### config.mk
export PLATFORM = sky130hd
export DESIGN_NAME = cmpl_coalesce
export DESIGN_NICKNAME = d
export VERILOG_FILES = /design/src/rtl/cmpl_pkg.sv /design/src/rtl/cc_counter.sv /design/src/rtl/cc_age.sv /design/src/rtl/cc_irq.sv /design/src/rtl/cmpl_coalesce.sv
export SDC_FILE = /design/constraint.sdc
export NUM_CORES = 1
export LEC_CHECK = 0
export BUFFER_PORTS_ARGS = -buffer_cell sky130_fd_sc_hd__buf_2
export CORE_MARGIN = 3
export CORE_UTILIZATION = 40
export CTS_CLUSTER_DIAMETER = 60
export DETAILED_ROUTE_END_ITERATION = 8
export PLACE_DENSITY = 0.62
export SETUP_SLACK_MARGIN = 0.1
export SLEW_MARGIN = 30
export SYNTH_ARGS = -nofsm -noshare
export SYNTH_HDL_FRONTEND = slang
export SYNTH_SLANG_ARGS = --single-unit
### constraint.sdc
create_clock -name clk -period 9.15 [get_ports clk]
set_input_delay 0.4575 -clock clk [delete_from_list [all_inputs] [get_ports clk]]
set_output_delay 0.4575 -clock clk [all_outputs]
set_load 0.1 [all_outputs]
### src/rtl/cmpl_pkg.sv
package cmpl_pkg;

    // Register word layout
    localparam int REG_W       = 64;
    localparam int FLD_CNT_W   = 32;
    localparam int FLD_TMR_W   = 22;
    localparam int FLD_TMR_LSB = 32;
    localparam int BIT_RESEND  = 60;
    localparam int BIT_FLAG    = 61;
    localparam int BIT_MODE    = 63;

    typedef enum logic {
        ADDR_STAT = 1'b0,
        ADDR_CFG  = 1'b1
    } reg_addr_e;

    typedef struct packed {
        logic                 byte_mode;
        logic [FLD_TMR_W-1:0] time_lim;
        logic [FLD_CNT_W-1:0] cnt_lim;
    } lim_cfg_t;

    // cur + inc - sub, clamped into [0, maxv]
    function automatic logic [31:0] clamp_addsub(
        input logic [31:0] cur,
        input logic [31:0] inc,
        input logic [31:0] sub,
        input logic [31:0] maxv
    );
        logic signed [34:0] t;
        t = $signed({3'b000, cur}) + $signed({3'b000, inc}) - $signed({3'b000, sub});
        if (t < 35'sd0)
            return 32'd0;
        else if (t > $signed({3'b000, maxv}))
            return maxv;
        else
            return t[31:0];
    endfunction

    function automatic logic [REG_W-1:0] pack_status(
        input logic                 flag,
        input logic [FLD_TMR_W-1:0] age,
        input logic [FLD_CNT_W-1:0] cnt
    );
        return {2'b00, flag, 1'b0, 6'b000000, age, cnt};
    endfunction

    function automatic logic [REG_W-1:0] pack_cfg(input lim_cfg_t c);
        return {c.byte_mode, 9'd0, c.time_lim, c.cnt_lim};
    endfunction

    function automatic lim_cfg_t unpack_cfg(input logic [REG_W-1:0] w);
        lim_cfg_t c;
        c.byte_mode = w[BIT_MODE];
        c.time_lim  = w[FLD_TMR_LSB +: FLD_TMR_W];
        c.cnt_lim   = w[FLD_CNT_W-1:0];
        return c;
    endfunction

endpackage

### src/rtl/cc_counter.sv
module cc_counter
    import cmpl_pkg::*;
#(
    parameter int CNT_W = 32,
    parameter int EVT_W = 16
) (
    input  logic             clk,
    input  logic             rst,
    input  logic             evt_valid,
    input  logic [EVT_W-1:0] evt_bytes,
    input  logic             byte_mode,
    input  logic             sub_en,
    input  logic [31:0]      sub_amt,
    output logic [CNT_W-1:0] cnt_q,
    output logic [CNT_W-1:0] cnt_next
);
    localparam logic [CNT_W-1:0] CNT_TOP = '1;
    localparam logic [31:0]      CNT_TOP32 = 32'(CNT_TOP);

    logic [31:0] inc_amt;
    logic [31:0] dec_amt;
    logic [31:0] sum32;

    always_comb begin
        if (!evt_valid)
            inc_amt = 32'd0;
        else if (byte_mode)
            inc_amt = 32'(evt_bytes);
        else
            inc_amt = 32'd1;
        dec_amt  = sub_en ? sub_amt : 32'd0;
        sum32    = clamp_addsub(32'(cnt_q), inc_amt, dec_amt, CNT_TOP32);
        cnt_next = sum32[CNT_W-1:0];
    end

    logic [31:0] sum_unused;
    assign sum_unused = sum32;

    always_ff @(posedge clk) begin
        if (rst)
            cnt_q <= '0;
        else
            cnt_q <= cnt_next;
    end

endmodule

### src/rtl/cc_age.sv
module cc_age #(
    parameter int TMR_W    = 22,
    parameter int PRESCALE = 2048
) (
    input  logic             clk,
    input  logic             rst,
    input  logic             run,
    output logic [TMR_W-1:0] tmr_q,
    output logic [TMR_W-1:0] tmr_next
);
    localparam int PRE_W = (PRESCALE > 2) ? $clog2(PRESCALE) : 1;
    localparam logic [PRE_W-1:0] PRE_LAST = PRE_W'(PRESCALE - 1);
    localparam logic [TMR_W-1:0] TMR_TOP  = '1;
    localparam bit   PRE_POW2 = (PRESCALE & (PRESCALE - 1)) == 0;

    logic [PRE_W-1:0] pre_q;
    logic [PRE_W-1:0] pre_next;
    logic             tick;

    // A power-of-two prescale needs only an AND-reduce; others compare
    generate
        if (PRE_POW2) begin : g_pow2
            assign tick = &pre_q;
        end else begin : g_cmp
            assign tick = (pre_q == PRE_LAST);
        end
    endgenerate

    always_comb begin
        if (!run) begin
            pre_next = '0;
            tmr_next = '0;
        end else if (tick) begin
            pre_next = '0;
            tmr_next = (tmr_q == TMR_TOP) ? tmr_q : tmr_q + TMR_W'(1);
        end else begin
            pre_next = pre_q + PRE_W'(1);
            tmr_next = tmr_q;
        end
    end

    always_ff @(posedge clk) begin
        if (rst) begin
            pre_q <= '0;
            tmr_q <= '0;
        end else begin
            pre_q <= pre_next;
            tmr_q <= tmr_next;
        end
    end

endmodule

### src/rtl/cc_irq.sv
module cc_irq
    import cmpl_pkg::*;
#(
    parameter int CNT_W = 32,
    parameter int TMR_W = 22
) (
    input  logic             clk,
    input  logic             rst,
    input  logic [CNT_W-1:0] cnt_next,
    input  logic [TMR_W-1:0] tmr_next,
    input  lim_cfg_t         lim_next,
    input  logic             resend,
    output logic             flag_q,
    output logic             req_q
);
    logic over_cnt;
    logic over_age;
    logic flag_next;

    always_comb begin
        over_cnt  = 32'(cnt_next) > lim_next.cnt_lim;
        over_age  = FLD_TMR_W'(tmr_next) > lim_next.time_lim;
        flag_next = over_cnt || over_age;
    end

    always_ff @(posedge clk) begin
        if (rst) begin
            flag_q <= 1'b0;
            req_q  <= 1'b0;
        end else begin
            flag_q <= flag_next;
            req_q  <= flag_next && (!flag_q || resend);
        end
    end

endmodule

### src/rtl/cmpl_coalesce.sv
module cmpl_coalesce
    import cmpl_pkg::*;
#(
    parameter int CNT_W    = 32,
    parameter int TMR_W    = 22,
    parameter int EVT_W    = 16,
    parameter int PRESCALE = 2048
) (
    input  logic             clk,
    input  logic             rst,
    input  logic             evt_valid,
    input  logic [EVT_W-1:0] evt_bytes,
    input  logic             reg_wr,
    input  logic             reg_addr,
    input  logic [63:0]      reg_wdata,
    output logic [63:0]      reg_rdata,
    output logic             irq,
    output logic             irq_req
);
    logic             sub_en;
    logic             cfg_wr;
    logic             resend;
    lim_cfg_t         lim_q;
    lim_cfg_t         lim_next;
    logic [CNT_W-1:0] cnt_q;
    logic [CNT_W-1:0] cnt_next;
    logic [TMR_W-1:0] tmr_q;
    logic [TMR_W-1:0] tmr_next;
    logic             age_run;

    always_comb begin
        sub_en   = reg_wr && (reg_addr == ADDR_STAT);
        cfg_wr   = reg_wr && (reg_addr == ADDR_CFG);
        resend   = sub_en && reg_wdata[BIT_RESEND];
        lim_next = cfg_wr ? unpack_cfg(reg_wdata) : lim_q;
    end

    always_ff @(posedge clk) begin
        if (rst)
            lim_q <= '0;
        else
            lim_q <= lim_next;
    end

    cc_counter #(.CNT_W(CNT_W), .EVT_W(EVT_W)) u_cnt (
        .clk       (clk),
        .rst       (rst),
        .evt_valid (evt_valid),
        .evt_bytes (evt_bytes),
        .byte_mode (lim_q.byte_mode),
        .sub_en    (sub_en),
        .sub_amt   (reg_wdata[31:0]),
        .cnt_q     (cnt_q),
        .cnt_next  (cnt_next)
    );

    // Age runs only while work stays pending across this edge
    assign age_run = (cnt_q != '0) && (cnt_next != '0);

    cc_age #(.TMR_W(TMR_W), .PRESCALE(PRESCALE)) u_age (
        .clk      (clk),
        .rst      (rst),
        .run      (age_run),
        .tmr_q    (tmr_q),
        .tmr_next (tmr_next)
    );

    cc_irq #(.CNT_W(CNT_W), .TMR_W(TMR_W)) u_irq (
        .clk      (clk),
        .rst      (rst),
        .cnt_next (cnt_next),
        .tmr_next (tmr_next),
        .lim_next (lim_next),
        .resend   (resend),
        .flag_q   (irq),
        .req_q    (irq_req)
    );

    always_comb begin
        if (reg_addr == ADDR_CFG)
            reg_rdata = pack_cfg(lim_q);
        else
            reg_rdata = pack_status(irq, FLD_TMR_W'(tmr_q), FLD_CNT_W'(cnt_q));
    end

    logic wdata_unused;
    assign wdata_unused = ^{reg_wdata[62:61], reg_wdata[59:54]};

endmodule

==> impl_metrics.tcl, run 1 <==
set metrics [dict create \
    intPower_uw 1850 \
    maxCapViolCount 0 \
    place_area_um2 11200 \
    die-area_um2 27700 \
    r2r-end "u_irq.req_q$_SDFF_PP0_" \
    setup_viol 0 \
    ys_seq_area_share_pct 23.7 \
    start_util_pct 40.8 \
    hold_class "input port to flip-flop" \
    drive_above_1_share_pct 18.8 \
    ctsHtreeMaxLevel 4 \
    syn_area_um2 10300 \
    reg2regPathDepth 34 \
    antenna_cells 0 \
    fmax_ghz 0.119 \
    grt_pass1_wl_um 51600 \
    async_flop_share_pct 0 \
    worstSkewPairLatency_ns 0.44 \
    synthCells 1302 \
    synthTopCellsByArea "dfxtp_1 24%, ha_1 13%, nor2_1 8.2%" \
    powerDensity_nw_per_um2 313 \
    finalInstanceArea_um2 11900 \
    total_power_uw 3720 \
    clockRootBuffer "clkbuf_16" \
    swShare_pct 50.1 \
    skew_ns 0.0148 \
    final_common_cell "nor2_1" \
    ant_nets 0 \
    status "finished, final reports clean" \
    nets 1601 \
    synth.top_cell.area_share_pct 23.7 \
    nFillCells 2550 \
    cp_max_fo 31 \
    drt_iter0_markers 721 \
    yosysWarningCount 0 \
    slew_viol_final 0 \
    antenna_found_initial 0 \
    rows 58 \
    yosysUniqueCellTypes 76 \
    crit_path_max_incr_delay_ns 0.53 \
    io_buffers 134 \
    most-common-layout-cells "225 x nor2_1, 134 x buf_2, 121 x dfxtp_1, 104 x ha_1, 93 x nand2_1" \
    worstPathArrival_ns 8.69 \
    drt_pass1_iterations 6 \
    reg2reg_from "lim_q[54]$_SDFFE_PP0P_" \
    min_path_cells 3 \
    viasPerCell 5.65 \
    slew_headroom_pct 40.1 \
    synthFlopType "dfxtp_1" \
    total_leakage_power_uw 0.00563 \
    setup_tns_ns 0 \
    tritoncts "done" \
    clock_path_buffers 2 \
    grtUsageTotal_pct 22.8 \
    detail_route.wl_per_cell_um 18.4 \
    ys_seq_elements 122 \
    slowest_stage "or4_1" \
    post-route-period-util_pct 91.5 \
    hpwl_um 25000 \
    min_from "reg_wdata[63]" \
    path_class "flip-flop to flip-flop" \
    dr_total_vias 9904 \
    start_kind "flip-flop" \
    min_to "lim_q[54]$_SDFFE_PP0P_" \
    worst_slew_pin_slew_ns 0.898 \
    switchingPower_uw 1860 \
    clockPowerShare_pct 19.4 \
    ios 151 \
    end_kind "flip-flop" \
    die_w_um 167 \
    grt_pass1_vias 9601 \
    wl_um 32300 \
    grt_max_degree 66 \
    clk_pin_slew_worst_paths_ns 0.06 \
    vdd_drop_max_v 0.000164 \
    pwr-share-comb_pct 63.1 \
    r2r_slack_ns 0.78 \
    die_h_um 167 \
    clock-sinks 122 \
    place_congestion 0.969 \
    rsz0062_at_grt "false" \
    avgSynthCellArea_um2 7.92 \
    finalCriticalPeriod_ns 8.37 \
    required_ns 9.47 \
    ctsHoldBuffers 0 \
    synth_edf_count 0 \
    core-area_um2 25300 \
    hold_viol 0 \
    area_growth_pct 15.3 \
    drc 0 \
    synth_largest_area_cell "dfxtp_1" \
    grt_overflow 0 \
    cts-buffers-inserted 17 \
    pwr-share-seq_pct 17.5 \
]
==> repair_timing <==
| action | in CTS | in global routing |
|---|---|---|
| resized for setup | 0 | 6 |
| endpoints found under the setup margin | 0 | 2 |
| buffers inserted | 0 | 1 |
==> area by class of cell <==
type	count	area (µm²)	area share (%)
inverters	22	82.6	0.694
clock inverters	14	188	1.58
flip-flops and latches	122	2440	20.5
repair buffers	153	826	6.94
well taps	330	413	3.47
multi-input cells	1094	7510	63.2
clock buffers	18	429	3.61
==> layer usage <==
| metal | track usage, % | vias to the layer above | wire length [µm] |
|---|---|---|---|
| met5 | 0 | - | 0 |
| met3 | 3.58 | 56 | 1810 |
| li1 | - | 4896 | - |
| met1 | 31.5 | 4631 | 15200 |
| met4 | 7.39 | 0 | 880 |
| met2 | 36.4 | 321 | 14400 |
==> cell usage after synthesis (all sizes together) (12+ instances only) <==
master	number
a21o	25
a21oi	61
and3	36
buf	28
clkbuf	43
dfxtp	122
ha	104
inv	22
mux2	52
mux2i	54
nand2	94
nand2b	15
nand3	28
nand4	19
nor2	225
nor2b	15
nor3	33
nor4	21
o211ai	12
o21a	24
o21ai	63
xnor2	57
xor2	19
==> power groups by stage <==
stage,combinational (µW),sequential (µW),clock [µW]
5_1_grt,2590,658,755
4_1_cts,2320,650,730
3_3_place_gp,2300,661,0
3_5_place_dp,2310,661,0
6_report,2350,651,722
2_1_floorplan,1730,661,0
==> kinds of logic (layout without fill, tap and decap cells) <==
| logic type | after synthesis | in the layout | synth area share (%) |
|---|---|---|---|
| flip-flops | 122 | 122 | 23.7 |
| AO/OA/AOI/OAI | 261 | 261 | 17.1 |
| AND/OR/NAND/NOR | 537 | 537 | 24.5 |
| multiplexers | 106 | 106 | 10.9 |
| XOR/XNOR | 76 | 76 | 6.45 |
| other | 1 | 8 | 0.0364 |
| adder cells (fa/ha/maj) | 106 | 106 | 13.0 |
| buffers and inverters | 93 | 207 | 4.21 |
==> worst max path at each step <==
stage	from	endpoint	slack [ns]	depth (start not counted)
floorplan	evt_valid	u_irq.req_q$_SDFF_PP0_	1.48	37
global placement	evt_valid	u_irq.req_q$_SDFF_PP0_	0.41	36
detailed placement	evt_valid	u_irq.req_q$_SDFF_PP0_	0.31	36
CTS	lim_q[54]$_SDFFE_PP0P_	u_irq.req_q$_SDFF_PP0_	0.31	35
global route	lim_q[54]$_SDFFE_PP0P_	u_irq.req_q$_SDFF_PP0_	0.14	35
finish	lim_q[54]$_SDFFE_PP0P_	u_irq.req_q$_SDFF_PP0_	0.78	34
==> stage by stage <==
stage / setup slack (ns) / hold WS, ns / cells / utilization (%)
finish: 0.781 / 0.274 / 1753 / 47.1
global route: 0.135 / 0.286 / 1753 / 47.1
CTS: 0.310 / 0.275 / 1752 / 47.0
detailed placement: 0.312 / 0.451 / 1720 / 44.5
global placement: 0.409 / 0.442 / 1720 / 44.5
floorplan: 1.48 / 0.450 / 1309 / -
==> worst max-delay path: cells and delay by family (launching register included) <==
| family | cells | cell delay [ns] |
|---|---|---|
| AO/OA/AOI/OAI | 18 | 3.87 |
| XOR/XNOR | 1 | 0.14 |
| adder cells (fa/ha/maj) | 3 | 0.96 |
| buffers and inverters | 2 | 0.41 |
| flip-flops | 1 | 0.50 |
| AND/OR/NAND/NOR | 10 | 2.33 |
==> sequential cells by signal, indices dropped and copies added (netlist names) <==
name          cells
lim_q            55
u_cnt.cnt_q      32
u_age.tmr_q      22
u_age.pre_q      11
u_irq.flag_q      1
u_irq.req_q       1
Power figures use the tool's default switching activity.
==> run 2, diff against run 1 <==
Settings changed: ABC_AREA from default to 1.
==> run 2 against run 1 <==
  * Sequential share of layout area shrank 0.35 points
  * Clock skew shrank 0.0019 ns
  * Clock power shrank 2%
  * Fmax grew 3.7%
  * Total power grew 4.8%
  * Setup slack gained 0.30 ns
  * Sequential cell count is the same
  * Count of clock-buffer cells in the layout grew 2
  * Final area grew 1.7%
  * Via count grew 4.0%
  * Register-to-register slack gained 0.30 ns
  * Wire length shrank 3.8%
  * Critical path type unchanged
==> impl_metrics.tcl, run 2 <==
set metrics [dict create \
    cts_resized 0 \
    drive_above_1_share_pct 13.4 \
    start_kind "flip-flop" \
    synthTopCellsByArea "dfxtp_1 23%, nand2_1 14%, ha_1 12%" \
    yosysUniqueCellTypes 46 \
    dr_total_vias 10300 \
    grt_pass1_wl_um 50700 \
    reg2regPathDepth 47 \
    core-area_um2 25500 \
    cpMostUsedCell "nand2_1" \
    ys_seq_elements 122 \
    cts-buffers-inserted 17 \
    hold_class "input port to flip-flop" \
    synthCells 1617 \
    synth_edf_count 0 \
    cp_max_fo 32 \
    final_common_cell "nand2_1" \
    nFillCells 2707 \
    syn_area_um2 10600 \
    largest_reg_flops 55 \
    hpwl_um 24600 \
    setup_viol 0 \
    synthFlopType "dfxtp_1" \
    io_buffers 134 \
    grt_overflow 0 \
    place_congestion 0.905 \
    status "finished, final reports clean" \
    total_leakage_power_uw 0.00649 \
    path_class "flip-flop to flip-flop" \
    crit_path_max_incr_delay_ns 0.52 \
    highest_layer "met4" \
    most-common-layout-cells "400 x nand2_1, 243 x inv_1, 218 x nor2_1, 132 x buf_2, 122 x dfxtp_1" \
    wl_met3_um 1540 \
    drt_pass1_iterations 5 \
    switchingPower_uw 2070 \
    setup_tns_ns 0 \
    worst_slew_pin_slew_ns 0.908 \
    largestRegisters "lim_q: 55 flops, u_cnt.cnt_q: 32 flops, u_age.tmr_q: 22 flops" \
    skew_ns 0.0129 \
    area_growth_pct 14.4 \
    clockRootBuffer "clkbuf_16" \
    cts_setup_buffers 0 \
    antenna_cells 0 \
    synthMostInstantiatedCell "nand2_1" \
    slew_viol_final 0 \
    worstPathArrival_ns 8.42 \
    wl_um 31000 \
    powerDensity_nw_per_um2 322 \
    reg2reg_from "lim_q[54]$_SDFFE_PP0P_" \
    post-route-util_pct 47.3 \
    dpl_worst_slack_ns 0.804 \
    wl_met1_um 15700 \
    maxCapViolCount 0 \
    grtUsageTotal_pct 22.0 \
    detail_route.wl_per_cell_um 15.0 \
    grt_pass1_vias 9883 \
    rsz0062_at_grt "false" \
    clockPowerShare_pct 18.2 \
    wl_met2_um 13500 \
    finalCriticalPeriod_ns 8.07 \
    slew_headroom_pct 38.9 \
    synth_largest_area_cell "dfxtp_1" \
    multi_input_area_um2 6970 \
    regArea_um2 2440 \
    finalWorstSetupSlack_ns 1.08 \
    start_util_pct 41.4 \
    synth.top_cell.area_share_pct 23.1 \
    min_from "reg_wdata[60]" \
    clock_path_buffers 2 \
    min_path_cells 3 \
    nets 1924 \
    synth.top_cells.by_count "402 x nand2_1, 243 x inv_1, 219 x nor2_1" \
    post-route-period-util_pct 88.2 \
    avgSynthCellArea_um2 6.54 \
    fmax_ghz 0.124 \
    clk_pin_slew_worst_paths_ns 0.06 \
    grt_max_degree 65 \
    ys_seq_area_share_pct 23.1 \
    die-area_um2 28400 \
    pwr-share-comb_pct 64.8 \
    die_h_um 169 \
    async_flop_share_pct 0 \
    rows 58 \
    yosysWarningCount 0 \
    hold_viol 0 \
    drc 0 \
    r2r-end "u_irq.req_q$_SDFF_PP0_" \
    r2r_slack_ns 1.08 \
    clock-sinks 122 \
    intPower_uw 1830 \
    die_w_um 169 \
    vdd_drop_max_v 0.000190 \
    required_ns 9.51 \
    slowest_stage "a21oi_1" \
    pwr-share-seq_pct 16.9 \
    ctsHoldBuffers 0 \
    antenna_found_initial 0 \
    swShare_pct 53.1 \
    ios 151 \
    ctsHtreeMaxLevel 4 \
    end_kind "flip-flop" \
    min_to "u_irq.req_q$_SDFF_PP0_" \
    worstSkewPairLatency_ns 0.43 \
    viasPerCell 4.96 \
    tritoncts "done" \
    drt_iter0_markers 683 \
    ant_nets 0 \
    largest-register "lim_q" \
]
[run 2: routing by layer]
layer / track usage (%) / vias to the layer above
met4: 4.16 / 0
li1: - / 5347
met2: 35.1 / 244
met3: 3.43 / 25
met5: 0 / -
met1: 31.6 / 4684
[run 2: worst max-delay path, delay by kind of cell, from the launching register on]
kind            cells  cell delay [ns]
flops               1             0.38
compound gates     11             2.27
xor+xnor            1             0.15
fa+ha+maj           3             0.91
simple gates       29             4.09
buf+inv             3             0.19
[run 2: final cells by class]
| class | count | share of cell area (%) |
|---|---|---|
| multi-input cells | 1205 | 57.7 |
| clock inverters | 12 | 1.15 |
| repair buffers | 143 | 6.15 |
| inverters | 244 | 7.57 |
| flip-flops and latches | 122 | 20.2 |
| clock buffers | 20 | 3.86 |
| well taps | 330 | 3.41 |
[run 2: power groups by stage]
| stage | clock [µW] | sequential [µW] | combinational, µW |
|---|---|---|---|
| detailed placement | 0 | 670 | 2500 |
| global placement | 0 | 669 | 2460 |
| floorplan | 0 | 681 | 1950 |
| global route | 745 | 670 | 2860 |
| CTS | 720 | 659 | 2520 |
| finish | 710 | 660 | 2530 |
[run 2: worst max path at each step]
stage	startpoint	end	slack, ns	cells after the start
after floorplan	evt_valid	u_irq.req_q$_SDFF_PP0_	3.05	47
after global placement	evt_valid	u_irq.req_q$_SDFF_PP0_	0.82	44
after detailed placement	evt_valid	u_irq.req_q$_SDFF_PP0_	0.80	43
after CTS	lim_q[54]$_SDFFE_PP0P_	u_irq.req_q$_SDFF_PP0_	0.97	43
after global routing	lim_q[54]$_SDFFE_PP0P_	u_irq.req_q$_SDFF_PP0_	0.32	46
final	lim_q[54]$_SDFFE_PP0P_	u_irq.req_q$_SDFF_PP0_	1.08	47
[run 2: cell families (layout without fill, tap and decap cells)]
logic type / Yosys count / after routing / share of synthesized area [%]
muxes: 56 / 56 / 5.41
DFF: 122 / 122 / 23.1
other: 1 / 8 / 0.0355
AOI/OAI and AO/OA: 183 / 183 / 9.48
and+or+nand+nor: 774 / 774 / 31.5
buffers and inverters: 297 / 419 / 11.3
xor gates and xnor gates: 78 / 78 / 6.46
adders and majority gates: 106 / 106 / 12.7
[run 2: per-stage QoR]
step                hold WS (ns)  power, µW  cells  cell area (µm²)
detailed placement         0.445       3170   2044            11500
global placement           0.443       3130   2044            11500
CTS                        0.264       3900   2076            12100
finish                     0.285       3900   2076            12100
global route               0.300       4280   2076            12100
floorplan                  0.427       2630   1624            10600
==> run 3, diff against run 2 <==
Settings changed: CORE_UTILIZATION 40 to 30, PLACE_DENSITY 0.62 to 0.5.
Clock period 9.15 ns to 8.4 ns, I/O delays scaled along.
==> run 3 against run 2 <==
  * Wire length is 5.4% higher
  * Cell count is 6.1% higher
  * Die area is 32% higher
  * Global-route usage is 4.5 points lower
  * Via count is 1.5% lower
  * Critical path type unchanged
  * Largest power group unchanged
  * Highest routed layer unchanged
==> impl_metrics.tcl, run 3 (synthesis gave the netlist of run 2 again) <==
set metrics [dict create \
    crit_family "simple AND/OR/NAND/NOR gates" \
    grt_overflow 0 \
    area_growth_pct 16.6 \
    core-area_um2 34600 \
    die_w_um 194 \
    total_leakage_power_uw 0.00653 \
    post-route-period-util_pct 86.6 \
    regArea_um2 2440 \
    fmax_ghz 0.137 \
    detail_route.wl_per_cell_um 14.8 \
    holdWs_ns 0.243 \
    place_congestion 0.879 \
    hold_viol 0 \
    grtUsageTotal_pct 17.5 \
    r2r_slack_ns 1.12 \
    start_util_pct 30.5 \
    die-area_um2 37500 \
    finalCriticalPeriod_ns 7.28 \
    setup_viol 0 \
    clock-sinks 122 \
    path_depth 49 \
    powerDensity_nw_per_um2 350 \
    ant_nets 0 \
    ios 151 \
    multi_input_area_um2 6980 \
    dr_total_vias 10147 \
    drive_above_1_share_pct 13.6 \
    switchingPower_uw 2280 \
    path_buf_inv 6 \
    tritoncts "done" \
    io_buffers 134 \
    total_power_uw 4320 \
    cts-buffers-inserted 17 \
    worst_slew_pin_slew_ns 0.760 \
    maxCapViolCount 0 \
    antenna_cells 0 \
    worstSkewPairLatency_ns 0.44 \
    cpMostUsedCell "nand2_1" \
    intPower_uw 2040 \
    skew_ns 0.0106 \
    rsz0062_at_grt "false" \
    final_common_cell "nand2_1" \
    clockRootBuffer "clkbuf_16" \
    grt_pass1_wl_um 53100 \
    reg2reg_from "lim_q[54]$_SDFFE_PP0P_" \
    startpoint "lim_q[54]$_SDFFE_PP0P_" \
    finalInstanceArea_um2 12300 \
    start_kind "flip-flop" \
    pwr-share-seq_pct 16.7 \
    ctsHtreeMaxLevel 4 \
    nets 1926 \
    rows 68 \
    antenna_found_initial 0 \
    viasPerCell 4.61 \
    grt_max_degree 103 \
    path_class "flip-flop to flip-flop" \
    drt_iter0_markers 461 \
    swShare_pct 52.8 \
    r2r-end "u_irq.req_q$_SDFF_PP0_" \
    most-common-layout-cells "400 x nand2_1, 243 x inv_1, 218 x nor2_1, 132 x buf_2, 122 x dfxtp_1" \
    hpwl_um 26400 \
    grt_pass1_vias 10074 \
    largest-register "lim_q" \
    slowest_stage "dfxtp_1" \
    clockPowerShare_pct 18.9 \
    pwr-share-comb_pct 64.4 \
    largest_reg_flops 55 \
    required_ns 8.77 \
    drc 0 \
    crit_path_max_incr_delay_ns 0.40 \
    setup_tns_ns 0 \
    worstPathArrival_ns 7.65 \
    endpoint "u_irq.req_q$_SDFF_PP0_" \
    end_kind "flip-flop" \
    slew_viol_final 0 \
    nFillCells 3802 \
    vdd_drop_max_v 0.000186 \
    cp_max_fo 32 \
    wl_um 32700 \
    drt_pass1_iterations 5 \
    slew_headroom_pct 49.3 \
    hold_class "input port to flip-flop" \
    status "finished, final reports clean" \
    die_h_um 194 \
    clock_path_buffers 2 \
    largestRegisters "lim_q: 55 flops, u_cnt.cnt_q: 32 flops, u_age.tmr_q: 22 flops" \
    reg2regPathDepth 49 \
    place_area_um2 11700 \
    clk_pin_slew_worst_paths_ns 0.07 \
]
-- run 3: worst min-delay path: cells and delay by family --
family | cells | cell delay (ns)
AOI/OAI and AO/OA | 1 | 0.07
buffers and inverters | 1 | 0.08
and+or+nand+nor | 1 | 0.08
-- run 3: worst min path at each step --
stage                              start                        end  slack [ns]  cells past startpoint
4_1_cts                    reg_wdata[63]     lim_q[54]$_SDFFE_PP0P_        0.22                      3
3_5_place_dp   u_age.pre_q[0]$_SDFF_PP0_  u_age.pre_q[0]$_SDFF_PP0_        0.45                      1
6_report                   reg_wdata[63]     lim_q[54]$_SDFFE_PP0P_        0.24                      3
5_1_grt                    reg_wdata[46]       lim_q[46]$_SDFF_PP0_        0.25                      3
3_3_place_gp   u_age.pre_q[0]$_SDFF_PP0_  u_age.pre_q[0]$_SDFF_PP0_        0.44                      1
2_1_floorplan  u_age.pre_q[0]$_SDFF_PP0_  u_age.pre_q[0]$_SDFF_PP0_        0.43                      1
-- run 3: final cells by class --
class	instances	area share (%)
Tap cell	455	4.62
Inverter	244	7.43
Sequential cell	122	19.8
Multi-Input combinational cell	1205	56.6
Clock buffer	17	3.45
Timing Repair Buffer	145	6.28
Clock inverter	15	1.75
-- run 3: stage by stage --
stage               utilization [%]  setup WS, ns  instances
global placement               33.7         0.632       2171
global route                   35.6         0.157       2203
CTS                            35.5         0.702       2203
finish                         35.6          1.12       2203
detailed placement             33.7         0.570       2171
floorplan                         -          2.34       1624
-- run 3: metal layers --
metal	vias up	wire, µm	GRT usage, %
met5	-	0	0
li1	5358	-	-
met3	16	1170	2.54
met2	169	14600	28.4
met1	4604	16600	24.5
met4	0	374	4.31
-- run 3: power by group through the flow --
stage / clock network (µW) / registers (µW) / logic, µW
6_report: 817 / 720 / 2780
5_1_grt: 858 / 731 / 3180
4_1_cts: 839 / 720 / 2800
3_5_place_dp: 0 / 733 / 2780
3_3_place_gp: 0 / 732 / 2750
2_1_floorplan: 0 / 741 / 2120
-- run 3: repair_timing --
action / 4_1_cts / 5_1_grt
buffers inserted: 0 / 0
hold endpoints to repair: 0 / 0
resized for setup: 0 / 3
hold buffers: 0 / 0
endpoints found under the setup margin: 0 / 2
